**src/rtl/tdg_pkg.sv**
```systemverilog
package tdg_pkg;

  // Worst-case run of dominant bits a legal frame can produce.
  localparam int unsigned MAX_DOM_BITS = 11;

  // True when the sample being taken is the limit-th low sample,
  // given the number of low samples already counted.
  function automatic logic run_expired(input int unsigned counted,
                                       input int unsigned limit);
    return (counted + 1) >= limit;
  endfunction

  // Smallest legal timeout in cycles for a given bit time in cycles.
  function automatic int unsigned min_timeout(input int unsigned bit_cyc);
    return MAX_DOM_BITS * bit_cyc;
  endfunction

endpackage

```
**src/rtl/tdg_edge_det.sv**
```systemverilog
module tdg_edge_det (
  input  logic clk,
  input  logic rst_n,
  input  logic txd_i,
  output logic fall_o
);
  logic txd_prev;

  // Previous sample resets to recessive.
  always_ff @(posedge clk or negedge rst_n) begin
    if (!rst_n) txd_prev <= 1'b1;
    else        txd_prev <= txd_i;
  end

  assign fall_o = txd_prev & ~txd_i;
endmodule

```
**src/rtl/tdg_timer.sv**
```systemverilog
module tdg_timer #(
  parameter int unsigned TIMEOUT_CYC = 400000,
  localparam int unsigned CW = $clog2(TIMEOUT_CYC + 1)
) (
  input  logic          clk,
  input  logic          rst_n,
  input  logic          arm_i,
  input  logic          run_i,
  output logic          expire_o,
  output logic          armed_o,
  output logic [CW-1:0] cnt_o
);
  import tdg_pkg::*;

  logic          armed;
  logic [CW-1:0] cnt;

  assign expire_o = armed & run_i & run_expired(32'(cnt), TIMEOUT_CYC);

  always_ff @(posedge clk or negedge rst_n) begin
    if (!rst_n) begin
      armed <= 1'b0;
      cnt   <= '0;
    end else if (!run_i) begin
      armed <= 1'b0;
      cnt   <= '0;
    end else if (arm_i) begin
      armed <= 1'b1;
      cnt   <= CW'(1);
    end else if (expire_o) begin
      armed <= 1'b0;
      cnt   <= '0;
    end else if (armed) begin
      cnt   <= cnt + CW'(1);
    end
  end

  assign armed_o = armed;
  assign cnt_o   = cnt;
endmodule

```
**src/rtl/tdg_fault_hold.sv**
```systemverilog
module tdg_fault_hold (
  input  logic clk,
  input  logic rst_n,
  input  logic set_i,
  input  logic clr_i,
  output logic fault_o
);
  always_ff @(posedge clk or negedge rst_n) begin
    if (!rst_n)     fault_o <= 1'b0;
    else if (clr_i) fault_o <= 1'b0;
    else if (set_i) fault_o <= 1'b1;
  end
endmodule

```
**src/rtl/txd_dom_guard.sv**
```systemverilog
module txd_dom_guard #(
  parameter int unsigned TIMEOUT_CYC = 400000,
  parameter int unsigned MIN_BIT_CYC = 25000,
  localparam int unsigned CW = $clog2(TIMEOUT_CYC + 1)
) (
  input  logic clk,
  input  logic rst_n,
  input  logic txd_i,
  input  logic norm_mode_i,
  output logic drv_en_o,
  output logic fault_o
);
  // Named internal events for the checker.
  logic          fall_ev;
  logic          arm_ev;
  logic          run_ev;
  logic          expire_ev;
  logic          armed;
  logic [CW-1:0] tmr_cnt;

  tdg_edge_det u_edge (
    .clk    (clk),
    .rst_n  (rst_n),
    .txd_i  (txd_i),
    .fall_o (fall_ev)
  );

  assign arm_ev = fall_ev & norm_mode_i;
  assign run_ev = norm_mode_i & ~txd_i;

  tdg_timer #(.TIMEOUT_CYC(TIMEOUT_CYC)) u_timer (
    .clk      (clk),
    .rst_n    (rst_n),
    .arm_i    (arm_ev),
    .run_i    (run_ev),
    .expire_o (expire_ev),
    .armed_o  (armed),
    .cnt_o    (tmr_cnt)
  );

  tdg_fault_hold u_hold (
    .clk     (clk),
    .rst_n   (rst_n),
    .set_i   (expire_ev),
    .clr_i   (txd_i),
    .fault_o (fault_o)
  );

  assign drv_en_o = norm_mode_i & ~fault_o;
endmodule

```
**config.mk**
```make
export PLATFORM = sky130hd
export DESIGN_NAME = txd_dom_guard
export DESIGN_NICKNAME = d
export VERILOG_FILES = /design/src/rtl/tdg_pkg.sv /design/src/rtl/tdg_edge_det.sv /design/src/rtl/tdg_timer.sv /design/src/rtl/tdg_fault_hold.sv /design/src/rtl/txd_dom_guard.sv
export SDC_FILE = /design/constraint.sdc
export NUM_CORES = 1
export LEC_CHECK = 0
export ABC_AREA = 1
export CAP_MARGIN = 20
export CORE_MARGIN = 2
export CORE_UTILIZATION = 60
export CTS_CLUSTER_SIZE = 20
export DETAILED_ROUTE_END_ITERATION = 8
export PLACE_DENSITY = 0.79
export SLEW_MARGIN = 20
export SYNTH_ARGS = -nofsm -noshare
export SYNTH_HDL_FRONTEND = slang
export SYNTH_SLANG_ARGS = --single-unit
```
**constraint.sdc**
```tcl
create_clock -name clk -period 2.22 [get_ports clk]
set_input_delay 0.444 -clock clk [delete_from_list [all_inputs] [get_ports clk]]
set_output_delay 0.444 -clock clk [all_outputs]
set_load 0.02 [all_outputs]
```
==> run summary, run 1 <==
Peak VDD IR: 0.470 mV
CP Launch Type: flop
Dpl hpwl: 2740 um
Maximum root-to-sink buffer count: 2
Fin nets: 255
Syn Nets: 238
Vias per cell: 5.56
HP Class: input pin to asynchronous set/reset pin
Initial Util: 0.630
Initial antenna violation count: 0
Die height: 55.0 um
Layout Skew: 0.00190 ns
Slew Limit Fails: 0
Worst hold slack: 0.443 ns
# setup viols final: 0
Period minus WS final: 2.10 ns
Remaining antenna violation count: 0
DR WL met3: 175 um
Antenna diode count: 0
Status: complete, no violations
Clk_lat worst skew: 0.32 ns
Clock root cell: clkbuf_4
Die area: 3020 sq um
Cts hold-fix bufs: 0
Gr usage total: 0.295
Layout Area Growth over Synthesis: 13.0%
Overall die width: 55.0 um
Slew HR: 0.660
Final hold violations: 0
Core Box Area: 2480 sq um
First-pass GRT wire length: 6400 um
CTS Buf Count: 3
TritonCTS clock tree: yes
Leakage: 0.903 nW
Commonest cells after routing, fill and taps aside: 84 x nand2_1, 27 x inv_1, 24 x nor2_1, 24 x nand4_1, 21 x dfrtp_1
Gp weighted congestion: 0.936
Yosys cell types: 24
Worst-path cell chain: buf_4 > nand2_1 > nor2_2 > nand2_2 > nor2_2 > xor2_1 > nor2_1 > nand2_1 > nand2_2 > nand2_2 > nand2_4 > buf_4 > nand4_1 > nand2_1
Ports: 6
Final WL: 3820 um
Clk pin slew, worst setup/hold paths: 0.12 ns
Fillers: 216
Final instance area: 1760 sq um
Worst setup EP type: flop
Syn Inst Count: 233
Slew @ Worst Pin: 0.508 ns
Max-cap viol count: 0
WP buf/inv: 2
Post-Synthesis Cell Area: 1560 sq um
Max FO, Critical Path: 5
CP max-delay cell: dfrtp_1
FF+latch count, synth: 22
F_max: 476 MHz
CP max stage delay: 0.41 ns
Yosys warning count: 0
Overflow left after global routing: 0
PortBufs: 5
Power per cell area: 389 nW/um^2
DR iter-0 viols: 75
CP Class: flop to flop
Placed Area: 1680 sq um
Vias: 1,550
Layout cell share with drive strength beyond 1: 0.157
Number of core rows: 18
DR WL/cell: 13.7 um
Met2 WL: 1970 um
Worst path arrival time: 2.33 ns
Uppermost routed layer: met4
Largest net degree at the start of global routing: 17
TritonRoute pass-1 iters: 4
Vias in the first global route: 1,470
Met1 WL: 1620 um
# DRC: 0
Syn avg cell area: 6.70 sq um
CP top delay family: simple AND/OR/NAND/NOR gates
Final period util: 0.947
Seq/Total Area, Yosys: 0.354
Worst path required time: 2.45 ns
Commonest non-fill, non-tap cell in the layout: nand2_1
Clock Sinks: 22
H-tree Lvls: 1
[cell families after synthesis]
logic type / Yosys count / share of synthesized area
buf+inv: 34 / 0.0882
compound gates: 8 / 0.0289
xor+xnor: 6 / 0.0337
flops: 22 / 0.354
fa+ha+maj: 1 / 0.00802
simple gates: 162 / 0.488
[where the power goes]
group          internal (mW)  switching [mW]
Sequential             0.404         0.00214
Clock                  0.100           0.130
Combinational         0.0167          0.0316
[timing repair]
item                       CTS  global route
gates resized for setup      0             2
hold endpoints to repair     0             0
buffers inserted             0             5
setup endpoints to repair    0            18
[final cells by class]
cell class	instances	area [sq um]	area share
Multi-Input combinational cell	177	876	0.497
Sequential cell	22	552	0.313
Timing Repair Buffer	17	153	0.0866
Inverter	29	109	0.0617
Tap cell	30	37.5	0.0213
Clock buffer	4	36.3	0.0206
[registers in the layout, indices dropped and copies added (netlist names)]
signal and flops:
u_timer.armed_o 1, u_timer.cnt_o 19, u_edge.txd_prev 1, u_hold.fault_o 1
[Yosys cell counts]
cell | n | area [sq um]
clkbuf_1 | 2 | 7.51
o21bai_1 | 1 | 7.51
o211ai_1 | 1 | 7.51
buf_2 | 2 | 10.0
nand2_1 | 85 | 319
o21ai_0 | 2 | 10.0
nand4_2 | 1 | 12.5
nor3b_1 | 1 | 7.51
inv_1 | 27 | 101
nand2_2 | 7 | 43.8
inv_2 | 2 | 7.51
xor2_1 | 6 | 52.6
nor2_1 | 24 | 90.1
nand4_1 | 24 | 150
nand3_1 | 10 | 50.1
nand2_4 | 1 | 11.3
a21oi_1 | 1 | 5.00
dfrtp_1 | 21 | 526
ha_1 | 1 | 12.5
dfstp_2 | 1 | 26.3
nor2_2 | 5 | 31.3
o21ai_1 | 3 | 15.0
buf_6 | 1 | 11.3
nor2_4 | 4 | 45.0
[per-layer routing]
layer	up-vias	track usage
met5	-	0
met4	0	0.114
met3	5	0.0349
met2	52	0.526
met1	714	0.360
li1	779	-
[through the flow]
stage                     worst slack [ns]  utilization  instances  setup TNS [ns]  total power [mW]
after global placement               0.154        0.680        270               0             0.458
after global routing               -0.0195        0.712        279         -0.0270             0.709
final                                0.119        0.712        279               0             0.686
after detailed placement             0.109        0.680        270               0             0.459
after CTS                           0.0888        0.694        274               0             0.686
after floorplan                      0.364            -        233               0             0.434
[worst paths after layout]
check | from | end | slack, ns | cells after the start
min in group clk | u_hold.fault_o | u_hold.fault_o | 0.56 | 2
worst min register to register | u_hold.fault_o | u_hold.fault_o | 0.56 | 2
worst max register to register | u_timer.cnt_o[1] | u_timer.cnt_o[5] | 0.12 | 14
max in group asynchronous | rst_n | u_timer.cnt_o[1] | 1.21 | 2
worst max-delay path | u_timer.cnt_o[1] | u_timer.cnt_o[5] | 0.12 | 14
worst min-delay path | rst_n | u_hold.fault_o | 0.44 | 1
(Power assumes the default switching activity.)
==> run 2, diff against run 1 <==
==> constraint.sdc (replaced) <==
create_clock -name clk -period 2.25 [get_ports clk]
set_input_delay 0.45 -clock clk [delete_from_list [all_inputs] [get_ports clk]]
set_output_delay 0.45 -clock clk [all_outputs]
set_load 0.02 [all_outputs]
==> run 2 against run 1 <==
Combinational power fell by 3%. Total power fell by 6.8%. Highest routed layer unchanged. Final cell count did not move. Clock power fell by 17%. Die area did not move. Sequential cell count did not move. Routed wire length rose by 2.5%. Clock skew rose by 0.0023 ns. Worst setup slack improved by 0.031 ns. Design area fell by 1.2%. Largest power group unchanged.
==> run summary, run 2 (same netlist as run 1, synthesis figures left out) <==
RSZ-0062 raised after global routing: no
Fin nets: 255 (unchanged)
Worst path required time: 1.80 ns (was 2.45 ns)
Peak VDD IR: 0.321 mV (was 0.470 mV)
Commonest non-fill, non-tap cell in the layout: nand2_1 (unchanged)
Slew Limit Fails: 0 (unchanged)
TritonCTS clock tree: yes (unchanged)
F_max: 476 MHz
Pre-CTS setup slack: 0.113 ns (was 0.109 ns)
DR iter-0 viols: 65 (was 75)
# setup viols final: 0 (unchanged)
Crit path top cell by count: clkdlybuf4s50_1
Gr usage total: 0.280 (was 0.295)
Initial Util: 0.630 (unchanged)
Max reg flops: 19 (unchanged)
CTS Buf Count: 3 (unchanged)
Vias in the first global route: 1,400 (was 1,470)
Final worst slack: 0.150 ns (was 0.119 ns)
Final Non-Filler Cells: 279 (unchanged)
CP max-delay cell: clkdlybuf4s50_1 (was dfrtp_1)
Maximum root-to-sink buffer count: 2 (unchanged)
Crit path from: norm_mode_i (was u_timer.cnt_o[1])
First-pass GRT wire length: 6060 um (was 6400 um)
Leakage: 0.887 nW (was 0.903 nW)
# DRC: 0 (unchanged)
Status: complete, no violations (unchanged)
Clock Sinks: 22 (unchanged)
Remaining antenna violation count: 0 (unchanged)
Clock root cell: clkbuf_4 (unchanged)
Number of core rows: 18 (unchanged)
PortBufs: 5 (unchanged)
Worst path arrival time: 1.65 ns (was 2.33 ns)
WP buf/inv: 3 (was 2)
Vias per cell: 5.74 (was 5.56)
Power per cell area: 367 nW/um^2 (was 389 nW/um^2)
Setup TNS: 0 ns (unchanged)
Max FO, Critical Path: 2 (was 5)
Dpl hpwl: 2750 um (was 2740 um)
Slew HR: 0.651 (was 0.660)
Die area: 3020 sq um (unchanged)
Final hold violations: 0 (unchanged)
Slew @ Worst Pin: 0.522 ns (was 0.508 ns)
Overall die width: 55.0 um (unchanged)
Vias: 1,601 (was 1,550)
DP Cell Count: 270 (unchanged)
HP Class: input pin to asynchronous set/reset pin (unchanged)
Period minus WS final: 2.10 ns
Max-cap viol count: 0 (unchanged)
Initial antenna violation count: 0 (unchanged)
Core Box Area: 2480 sq um (unchanged)
Fillers: 220 (was 216)
Worst setup EP type: output port (was flop)
Final period util: 0.934
Layout Area Growth over Synthesis: 11.6% (was 13.0%)
H-tree Lvls: 1 (unchanged)
TritonRoute pass-1 iters: 5 (was 4)
CP top delay family: buffers and inverters (was simple AND/OR/NAND/NOR gates)
Ports: 6 (unchanged)
Clk pin slew, worst setup/hold paths: 0.12 ns (about the same)
Commonest cells after routing, fill and taps aside: 84 x nand2_1, 27 x inv_1, 24 x nand4_1 (was 84 x nand2_1, 27 x inv_1, 24 x nor2_1, 24 x nand4_1, 21 x dfrtp_1)
Reg2Reg Launch Point: u_timer.cnt_o[1] (unchanged)
CP Launch Type: input pin (was flop)
CP max stage delay: 0.62 ns (was 0.41 ns)
Layout cell share with drive strength beyond 1: 0.157 (unchanged)
Gp weighted congestion: 0.927 (was 0.936)
Layout Skew: 0.00420 ns (was 0.00190 ns)
Largest net degree at the start of global routing: 17 (unchanged)
Cts hold-fix bufs: 0 (unchanged)
DR WL/cell: 14.0 um (was 13.7 um)
Antenna diode count: 0 (unchanged)
CP Class: input pin to output port (was flop to flop)
Die height: 55.0 um (unchanged)
Final WL: 3910 um (was 3820 um)
Worst-path cell chain: clkdlybuf4s50_1 > inv_1 > nor2_1 > clkdlybuf4s50_1 (was buf_4 > nand2_1 > nor2_2 > nand2_2 > nor2_2 > xor2_1 > nor2_1 > nand2_1 > nand2_2 > nand2_2 > nand2_4 > buf_4 > nand4_1 > nand2_1)
Overflow left after global routing: 0 (unchanged)
Clk_lat worst skew: 0.31 ns (was 0.32 ns)
## run 2: cell count changes in the layout (fill, tap and decap cells not counted), sizes merged
cell,delta
buf,-1
nand2,+1
## run 2: layer usage
metal | GRT usage | part of all wire | wire length (um) | vias to the layer above
met2 | 0.476 | 0.46 | 1790 | 76
met1 | 0.357 | 0.44 | 1730 | 739
met4 | 0.114 | 0.025 | 99 | 0
li1 | - | - | - | 775
met3 | 0.0376 | 0.073 | 286 | 11
met5 | 0 | 0 | 0 | -
## run 2: per-stage QoR
stage	util	hold WS, ns	total power, mW	area [sq um]
3_5_place_dp	0.675	0.534	0.453	1670
2_1_floorplan	-	0.154	0.428	1560
3_3_place_gp	0.675	0.516	0.452	1670
6_report	0.703	0.465	0.639	1740
4_1_cts	0.685	0.472	0.644	1700
5_1_grt	0.703	0.508	0.662	1740
## run 2: power breakdown
part,total (mW),internal [mW],switching (mW)
combinational,0.0468,0.0153,0.0315
clock,0.192,0.0693,0.123
sequential,0.400,0.399,0.00131
## run 2: cell type report
class | count | area, sq um | share of cell area
flip-flops and latches | 22 | 552 | 0.317
clock buffers | 4 | 26.3 | 0.0151
repair buffers | 16 | 133 | 0.0761
inverters | 29 | 109 | 0.0625
well taps | 30 | 37.5 | 0.0216
multi-input cells | 178 | 885 | 0.508
## run 2: worst paths after layout
check	end	slack (ns)	cells past startpoint
hold / removal	u_hold.fault_o	0.47	1
setup / recovery	drv_en_o	0.15	4
setup reg to reg	u_timer.cnt_o[8]	0.16	17
hold reg to reg	u_timer.armed_o	0.55	2
max in group asynchronous	u_timer.cnt_o[11]	1.22	2
min in group clk	u_timer.armed_o	0.55	2
## run 2: timing repair
action                     in CTS  in global routing
setup buffers                   0                  4
gates resized for setup         0                  3
setup endpoints to repair       0                 15
==> run 3, diff against run 2 <==
--- a/config.mk
+++ b/config.mk
@@ -6,13 +6,12 @@
 export NUM_CORES = 1
 export LEC_CHECK = 0
 export ABC_AREA = 1
-export CAP_MARGIN = 20
 export CORE_MARGIN = 2
 export CORE_UTILIZATION = 60
 export CTS_CLUSTER_SIZE = 20
 export DETAILED_ROUTE_END_ITERATION = 8
 export PLACE_DENSITY = 0.79
-export SLEW_MARGIN = 20
+export SLEW_MARGIN = 10
 export SYNTH_ARGS = -nofsm -noshare
 export SYNTH_HDL_FRONTEND = slang
 export SYNTH_SLANG_ARGS = --single-unit
==> results of run 3 <==
Same layout as run 2: the final DEF is identical, and so are final timing and power.
